## config.mk

```make
export PLATFORM = sky130hd
export DESIGN_NAME = tsu_name_fetch
export DESIGN_NICKNAME = d
export VERILOG_FILES = /design/src/rtl/tsu_name_fetch.sv
export SDC_FILE = /design/constraint.sdc
export NUM_CORES = 1
export LEC_CHECK = 0
export BUFFER_PORTS_ARGS = -buffer_cell sky130_fd_sc_hd__buf_2
export CORE_ASPECT_RATIO = 1.25
export CORE_MARGIN = 2
export CORE_UTILIZATION = 50
export CTS_BUF_LIST = sky130_fd_sc_hd__clkbuf_4 sky130_fd_sc_hd__clkbuf_8
export DETAILED_ROUTE_END_ITERATION = 10
export PLACE_DENSITY = 0.76
export SYNTH_ARGS = -nofsm -noshare
export SYNTH_HDL_FRONTEND = slang
export SYNTH_SLANG_ARGS = --single-unit
```

## constraint.sdc

```tcl
create_clock -name clk -period 2.8 [get_ports clk]
set_input_delay 0.42 -clock clk [delete_from_list [all_inputs] [get_ports clk]]
set_output_delay 0.42 -clock clk [all_outputs]
set_load 0.01 [all_outputs]
```

## src/rtl/tsu_name_fetch.sv

```systemverilog
module tsu_name_fetch #(
    parameter int ADDR_W     = 32,
    parameter int NAME_BYTES = 16
) (
    input  logic                    clk,
    input  logic                    rst_n,
    input  logic                    start,
    input  logic [ADDR_W-1:0]       start_addr,
    output logic                    mem_req,
    output logic [ADDR_W-1:0]       mem_addr,
    input  logic                    mem_valid,
    input  logic [7:0]              mem_rdata,
    output logic                    busy,
    output logic [NAME_BYTES*8-1:0] name
);
    localparam int NAME_W = NAME_BYTES * 8;
    localparam int IDX_W  = $clog2(NAME_BYTES);
    localparam int LAST   = NAME_BYTES - 1;

    typedef struct packed {
        logic              busy;
        logic [IDX_W-1:0]  idx;
        logic [ADDR_W-1:0] base;
        logic [NAME_W-1:0] name;
    } fetch_st_t;

    fetch_st_t st_d, st_q;
    logic      last_beat;

    assign last_beat = (st_q.idx == IDX_W'(LAST));

    always_comb begin
        st_d = st_q;
        if (!st_q.busy && start) begin
            st_d.busy = 1'b1;
            st_d.idx  = '0;
            st_d.base = start_addr;
        end else if (st_q.busy && mem_valid) begin
            // the final slot is overwritten with a terminator
            st_d.name[{st_q.idx, 3'b000} +: 8] = last_beat ? 8'h00 : mem_rdata;
            if (last_beat) st_d.busy = 1'b0;
            else           st_d.idx  = st_q.idx + 1'b1;
        end
    end

    always_ff @(posedge clk) begin
        if (!rst_n) st_q <= '0;
        else        st_q <= st_d;
    end

    assign mem_req  = st_q.busy;
    assign mem_addr = st_q.base + ADDR_W'(st_q.idx);
    assign busy     = st_q.busy;
    assign name     = st_q.name;

    assert_req_hold_R4: assert property (@(posedge clk) disable iff (!rst_n)
        (mem_req && !mem_valid) |=> (mem_req && $stable(mem_addr)));

    assert_addr_step_R4: assert property (@(posedge clk) disable iff (!rst_n)
        (mem_req && mem_valid && !last_beat) |=> (mem_req && mem_addr == $past(mem_addr) + 1'b1));

    assert_name_term_R5: assert property (@(posedge clk) disable iff (!rst_n)
        !busy |-> (name[NAME_W-1 -: 8] == 8'h00));
endmodule

```

# ---- Word level (Yosys, flattened, before mapping)
# Index checks and enable logic that the tools add are counted.
dict set report op_classes {
  addsub 3
  multipliers 0
  div 0
  n_lt_le_gt_ge 0
  n_eq_ne 1
  shifts 2
  muxes 6
  bitwise_logic 3
  n_reduce_logical 9
}
# operator count
set op_table {}
lappend op_table {{$bwmux 128} 1}
lappend op_table {{$shift 8x9->128 const A} 1}
lappend op_table {{$shiftx 8x9->128} 1}
lappend op_table {{$add 32x4->32} 1}
lappend op_table {{$mux 5} 2}
lappend op_table {{$neg 7->9} 1}
lappend op_table {{$mux 8} 1}
lappend op_table {{$reduce_and 2->1} 3}
lappend op_table {{$add 4x1->4 const B} 1}
lappend op_table {{$eq 4x4->1 const B} 1}
lappend op_table {{$mux 4} 1}
lappend op_table {{$reduce_bool 2->1} 2}
lappend op_table {{$not 1->1} 3}
lappend op_table {{$logic_and 1x1->1} 2}
lappend op_table {{$reduce_or 2->1} 1}
lappend op_table {{$logic_not 1->1} 1}
lappend op_table {{$mux 1} 1}
dict set report word_totals {
  reg_bits 165
  latch_bits 0
  ram_bits 0
  mem_bits_ro 0
  wordCells 28
  memories 0
}

# ---- Depth between registers and ports, before layout
# Gate-level depths: netlist of the first run.
dict set report depth {
  depth_word 4
  depth_mapped 9
  mapped_depth_nobuf 6
}

# ---- Worst setup path before layout of the first run
# Ideal clock, no wire load.
dict set report synth_timing {
  kind {register to register}
  from {reg st_q[161] (netlist name)}
  to {reg st_q (netlist bit name[100])}
  setup_time_ps 128
  t_arrival_ps 2380
  required_ps 2672
  setup_slack_ps 292
  stages_incl_launch_ff 9
  n_path_buf 2
  period_less_slack_ps 2508
  cell_sequence {dfxtp_1 > clkbuf_1 > inv_1 > ha_1 > or3b_2 > or4_1 > buf_2 > mux2i_1 > nor2_1}
}
dict set report synth_between {
  elab_chain_len 4
  elab_cells_between_ends 6
}
# item line_no
set synth_lines {}
lappend synth_lines {{start, declared} 27} ;# fetch_st_t st_d, st_q;
lappend synth_lines {{start signal, assigned} 48} ;# else st_q <= st_d;
lappend synth_lines {{parallel branches: the longest is 3 deep, another holds $neg 7->9} -}
lappend synth_lines {{$bwmux 128 *} 40} ;# st_d.name[{st_q.idx, 3'b000} +: 8] = last_beat ? 8'h00 : mem_rdata;
# Mark *: on every way between the ends.
# A chain may end at the register's enable or synchronous reset.

# ---- Final worst setup path of the first run
dict set report layout_timing {
  from {reg st_q[160] (netlist name)}
  to {out mem_addr[28]}
}
dict set report layout_between {
  elab_chain_len 1
}
# item line_no
set layout_lines {}
lappend layout_lines {{$add 32x4->32} 52} ;# assign mem_addr = st_q.base + ADDR_W'(st_q.idx);
lappend layout_lines {{end, declared} 10} ;# output logic [ADDR_W-1:0] mem_addr,
# Every way passes these cells.

==> flow_summary.ini, run 1 <==
[logic_synthesis]
synth-edff-count = 0
synth_cell_types = 47
yosysTopAreaCell = dfxtp_1
synthArstFlopShare_pct = 0
syn_inst = 926
yosysTopAreaCellShare_pct = 40.52
ys_ff_latch = 165
synth_ff_type = dfxtp_1
seq_area_frac_synth_pct = 40.52
synthesis.area_sq_um = 8153
synth.area.top_cells = dfxtp_1, mux2i_1, buf_4, nand2_1, nor2_1
syn-num-nets = 980
yosys_warnings = 0
syn_avg_cell_area_sq_um = 8.804

[setup_path]
reg2reg_setup_slack_ns = 0.38
cp_max_fo = 5
critPathMaxStageDelay_ns = 0.42
endpoint = mem_addr[28]
worstRegToRegCells = 6
r2r_end = name[97]$_SDFFE_PN0P_
cpLargestDelayFamily = adder cells
crit_path_end_kind = output port
cp.required_ns = 2.38
cp.arrival_ns = 2.30
critPathSlowestCell = fa_2
critPathLaunch = st_q[160]$_SDFFE_PP0P_
crit_type = reg2out
path_buf_inv = 2
reg2reg_from = st_q[161]$_SDFFE_PP0P_
path_cells = ha_4 > fa_2 > a211oi_4 > buf_6 > nor2_4 > nand4_1 > xnor2_1 > buf_2
startpoint_type = register
path_depth = 8

[flow_run]
cap_violations = 0

[sta]
finalHoldViolations = 0
skew_ns = 0.01321
fmaxAchievable_ghz = 0.3681
rsz0062_at_grt = true
setup_viol = 0
min_period_ns = 2.716
fin_crit_sh_pct = 97.01
maxSlewViolCount = 0
worstMarginPinSlew_ns = 1.060
worst_slack_ns = 0.08359
maxSlewHeadroom_pct = 29.22

[cts]
cts_root_buffer = clkbuf_8
clock_sinks = 165
clockBufferDepth = 2
cts_tree = done
clock_latency_ns = 0.45
clk_pin_slew_worst_paths_ns = 0.08
h-tree-depth = 4
cts_buffers = 17

[global_routing]
antenna_found_initial = 1
grt_pass1_vias = 5950
gr-total-overflow = 0
grt_pass1_wl_um = 30700
grt_max_degree = 63
track_usage_pct = 22.13

[floorplanning]
start_util_pct = 50.73
rows = 52
design.die.area_sq_um = 17350
core_area_sq_um = 16070
die_h_um = 146.8
boundaryPins = 206
die_width_um = 118.2

[power]
p_total_w = 0.004573
ir_worst_vdd_v = 0.0002660
power_leakage_nw = 3.915
power.density_nw_per_um2 = 507.3

[worst_hold_path]
hold_class = in2reg
hold_depth = 3

[routing]
drt_iter0_drc = 441
dr.pass1.iters = 5
vias_per_cell = 5.116
wl_um = 19550
drc = 0
ant_nets = 0
wl_per_cell_um = 15.94
vias = 6272

[status]
outcome = complete, no violations

[cells_and_area]
syn2layout_area_growth_pct = 10.57
ff_latch_area_sq_um = 3306
antenna_cells = 0
final_cells = 1226
layout_commonest_cell = buf_2
drive_above_1_share_pct = 28.91
multi_input_area_sq_um = 3719
n_fill_cell = 1496
mostFrequentLayoutCells = buf_2, nand2_1, dfxtp_1
nets = 1052

[placed_design]
dpl_worst_slack_ns = 0.2062
numPortBuffers = 205
post-place-cells = 1190
finalWeightedCongestion = 0.8541
place_hpwl_um = 13770
final cells by class:
type                            count  area share [%]
Clock buffer                       24           3.456
Clock inverter                      7           1.319
Inverter                            4          0.1666
Multi-Input combinational cell    574           41.25
Sequential cell                   165           36.67
Tap cell                          216           2.998
Timing Repair Buffer              236           14.14
state kept, by name (all words and copies together) (netlist names):
signal	cells
name	128
st_q	36
busy	1
layer usage:
layer	wire, um	global-route usage, %
met1	8357	27.34
met2	9412	36.30
met3	1057	5.590
met4	718	10.12
met5	0	0
metrics by stage:
stage | area (sq um) | utilization, % | TNS [ns] | hold slack, ns
2_1_floorplan | 8153 | - | 0 | 0.4351
3_3_place_gp | 8459 | 52.64 | 0 | 0.4393
3_5_place_dp | 8459 | 52.64 | 0 | 0.4453
4_1_cts | 8909 | 55.43 | 0 | 0.1770
5_1_grt | 9015 | 56.10 | -0.03417 | 0.1562
6_report | 9015 | 56.10 | 0 | 0.2055
repair_timing:
action / CTS / global route
buffers inserted: 0 / 4
cloned: 0 / 1
setup endpoints to repair: 25 / 25
hold endpoints to repair: 0 / 0
hold buffers: 0 / 0
gates resized for setup: 4 / 14
pin swaps: 1 / 8
cells in the mapped netlist, types with 2 or more instances:
cell      count
xor2_1        4
a211oi_1      2
ha_1          9
a21o_1        2
and2_1        3
dfxtp_1     165
nand4_1      16
nor3b_1      11
xnor2_1      29
inv_1         3
clkbuf_1     40
nor3_1        4
nand3_1      23
nand2_1     169
buf_4       130
nor2b_1      10
and3_1       15
a21oi_1      46
nor2_1       69
o21ai_0      12
and4_1        4
buf_2        13
mux2i_1     120
nor4_2        2
nand2b_1      3
worst register-to-register path: stages, from the launching register on:
cell     delay [ns]
dfxtp_1        0.41
inv_1          0.10
ha_1           0.37
or3b_2         0.46
or4_1          0.67
mux2i_1        0.24
nor2_1         0.06
report_power, final:
group	leakage [nW]	switching (W)	internal [W]
logic	2.36	0.000191	0.000117
clock network	0.216	0.000844	0.00101
registers	1.34	0.0000382	0.00238
cells by family (layout without fill, tap and decap cells):
group | count (synthesis) | count (layout) | share of synthesized area [%]
AND/OR/NAND/NOR | 339 | 340 | 19.20
XOR/XNOR | 33 | 33 | 3.545
adder cells (fa/ha/maj) | 10 | 10 | 1.627
flip-flops | 165 | 165 | 40.52
AO/OA/AOI/OAI | 71 | 71 | 5.540
multiplexers | 120 | 120 | 14.73
buffers and inverters | 188 | 271 | 14.84
how the worst min path moves through the flow:
| stage | from | endpoint | slack [ns] |
|---|---|---|---|
| 6_report | start_addr[31] | st_q[159]$_SDFFE_PN0P_ | 0.21 |
| 5_1_grt | start_addr[31] | st_q[159]$_SDFFE_PN0P_ | 0.16 |
| 4_1_cts | start_addr[30] | st_q[158]$_SDFFE_PN0P_ | 0.18 |
| 3_5_place_dp | name[51]$_SDFFE_PN0P_ | name[51]$_SDFFE_PN0P_ | 0.45 |
| 3_3_place_gp | name[53]$_SDFFE_PN0P_ | name[53]$_SDFFE_PN0P_ | 0.44 |
| 2_1_floorplan | name[104]$_SDFFE_PN0P_ | name[104]$_SDFFE_PN0P_ | 0.44 |
Power figures use the tool's default switching activity.
==> inputs of run 2 (changes only) <==
Settings changed: ABC_AREA set to 1, CELL_PAD_IN_SITES_DETAIL_PLACEMENT set to 1, CELL_PAD_IN_SITES_GLOBAL_PLACEMENT set to 1, CORE_UTILIZATION 50 to 39, PLACE_DENSITY 0.76 to not set, PLACE_DENSITY_LB_ADDON set to 0.1.
==> run 2 against run 1 <==
Effect of this change: cell count is 40% higher; first-iteration DRC count decreased by 42%; fmax grew 1.2%; power up 2.3%; critical path depth stayed put; clock power down 4%; cell area rose by 8.2%.
==> flow_summary.ini, run 2 <==
[cts]
postCtsSetupBuffers = 0
clock_sinks = 165
cts_buffers = 17
cts_root_buffer = clkbuf_8
cts_tree = done
clockBufferDepth = 2
h-tree-depth = 4
clock_latency_ns = 0.49
clk_pin_slew_worst_paths_ns = 0.11

[logic_synthesis]
synthTopCellsByCount = nor2_1, nand2_1, dfxtp_1
ys_ff_latch = 165
syn_inst = 1358
yosysTopAreaCellShare_pct = 36.71
synth-edff-count = 0
syn_avg_cell_area_sq_um = 6.626
synth_cell_types = 36
yosysMostFrequentCell = nor2_1
synth_ff_type = dfxtp_1
syn-num-nets = 1412
yosysTopAreaCell = dfxtp_1
yosys_warnings = 0
synthesis.area_sq_um = 8999
synth.area.top_cells = dfxtp_1, nor2_1, nand2_1, buf_4, inv_1
seq_area_frac_synth_pct = 36.71
synthArstFlopShare_pct = 0

[placed_design]
post-place-cells = 1685
finalWeightedCongestion = 0.8101
place_hpwl_um = 19120
numPortBuffers = 205

[routing]
ant_nets = 0
vias_per_cell = 4.727
dr.pass1.iters = 4
wl_per_cell_um = 15.15
drt_iter0_drc = 255
drc = 0
wl_um = 26010
vias = 8117

[setup_path]
cp.required_ns = 2.38
cp.arrival_ns = 2.26
crit_type = reg2out
cp_max_fo = 5
crit_path_end_kind = output port
startpoint_type = register

[flow_run]
cap_violations = 0

[sta]
maxSlewViolCount = 0
timing.hold.ws_ns = 0.1472
fmaxAchievable_ghz = 0.3726
rsz0062_at_grt = true
min_period_ns = 2.684
maxSlewHeadroom_pct = 56.17
fin_crit_sh_pct = 95.86
worstMarginPinSlew_ns = 0.6574
setup_viol = 0
finalHoldViolations = 0
skew_ns = 0.02764

[floorplanning]
start_util_pct = 39.46
die_width_um = 139.9
design.die.area_sq_um = 24310
rows = 62
boundaryPins = 206
die_h_um = 173.8
core_area_sq_um = 22810

[power]
pwr-share-seq_pct = 52.5
power_switching_w = 0.001333
power_frac_comb_pct = 9.6
p_int_w = 0.003345
ir_worst_vdd_v = 0.0002916
power_leakage_nw = 5.263
power.density_nw_per_um2 = 479.6
switching_share_pct = 28.50
p_clk_share_pct = 37.9

[global_routing]
grt_pass1_vias = 8078
track_usage_pct = 21.50
gr-total-overflow = 0
grt_max_degree = 61
grt_pass1_wl_um = 41870
antenna_found_initial = 1

[cells_and_area]
final_cells = 1717
layout_commonest_cell = nor2_1
mostFrequentLayoutCells = nor2_1, nand2_1, buf_2
nets = 1470
largest_reg_flops = 128
syn2layout_area_growth_pct = 8.412
drive_above_1_share_pct = 20.80

[status]
outcome = complete, no violations

[worst_hold_path]
hold_class = in2reg
==> run 2: cell type report <==
| cell class | instances | area, sq um |
|---|---|---|
| fill | 3058 | 13050 |
| inverter | 132 | 504.2 |
| clock inverter | 12 | 131.4 |
| antenna | 1 | 2.502 |
| timing repair buffer | 220 | 1166 |
| tap | 288 | 360.3 |
| sequential | 165 | 3306 |
| multi-input combinational | 880 | 4036 |
| clock buffer | 19 | 249.0 |
==> run 2: worst paths after layout <==
path                            depth (start not counted)  slack (ns)                endpoint                    from
worst min register to register                          2        0.48  st_q[159]$_SDFFE_PN0P_  st_q[159]$_SDFFE_PN0P_
worst min-delay path                                    3        0.15  st_q[144]$_SDFFE_PN0P_          start_addr[16]
worst max register to register                         10        0.29   name[64]$_SDFFE_PN0P_  st_q[160]$_SDFFE_PP0P_
worst max-delay path                                    8        0.12            mem_addr[21]  st_q[163]$_SDFFE_PP0P_
==> run 2: metal layers <==
| layer | vias to the layer above | GRT usage, % | share of wire, % |
|---|---|---|---|
| met5 | - | 0 | 0.050 |
| met4 | 2 | 7.542 | 2.3 |
| met3 | 42 | 4.309 | 4.3 |
| met2 | 175 | 35.89 | 47 |
| met1 | 3756 | 27.61 | 46 |
| li1 | 4142 | - | - |
==> run 2: metrics by stage <==
stage | power (W) | instance area, sq um | setup WS (ns) | util [%] | TNS (ns)
6_report | 0.004678 | 9756 | 0.1159 | 42.77 | 0
5_1_grt | 0.004872 | 9753 | -0.05175 | 42.76 | -0.2848
4_1_cts | 0.004740 | 9693 | -0.03308 | 42.50 | -0.1217
3_5_place_dp | 0.002958 | 9299 | 0.2936 | 40.77 | 0
3_3_place_gp | 0.002955 | 9299 | 0.3767 | 40.77 | 0
2_1_floorplan | 0.002776 | 8999 | 0.7069 | - | 0
==> run 2: repair_timing <==
item / in CTS / in global routing
hold buffers: 0 / 0
gates resized for setup: 5 / 14
pin swaps: 1 / 0
endpoints found under the setup margin: 14 / 25
==> run 2: kinds of logic after synthesis <==
family | count (synthesis) | synth area share (%)
AOI/OAI and AO/OA | 98 | 5.520
xor gates and xnor gates | 17 | 1.655
adders and majority gates | 10 | 1.474
buffers and inverters | 313 | 19.19
DFF | 165 | 36.71
and+or+nand+nor | 755 | 35.46
==> run 2: power groups by stage <==
stage                     registers [W]  logic [W]  clock network [W]
after global routing            0.00246   0.000503            0.00191
after CTS                       0.00245   0.000453            0.00183
final                           0.00245   0.000451            0.00177
after detailed placement        0.00251   0.000450                  0
after global placement          0.00251   0.000448                  0
after floorplan                 0.00248   0.000292                  0
==> run 2: critical path, stage by stage (launching register included) <==
cell and delay, ns:
dfxtp_1 0.44, ha_1 0.31, nand2_1 0.13, inv_1 0.05
a21oi_1 0.23, nand2_1 0.19, nand2_1 0.13, xnor2_1 0.14
buf_2 0.16
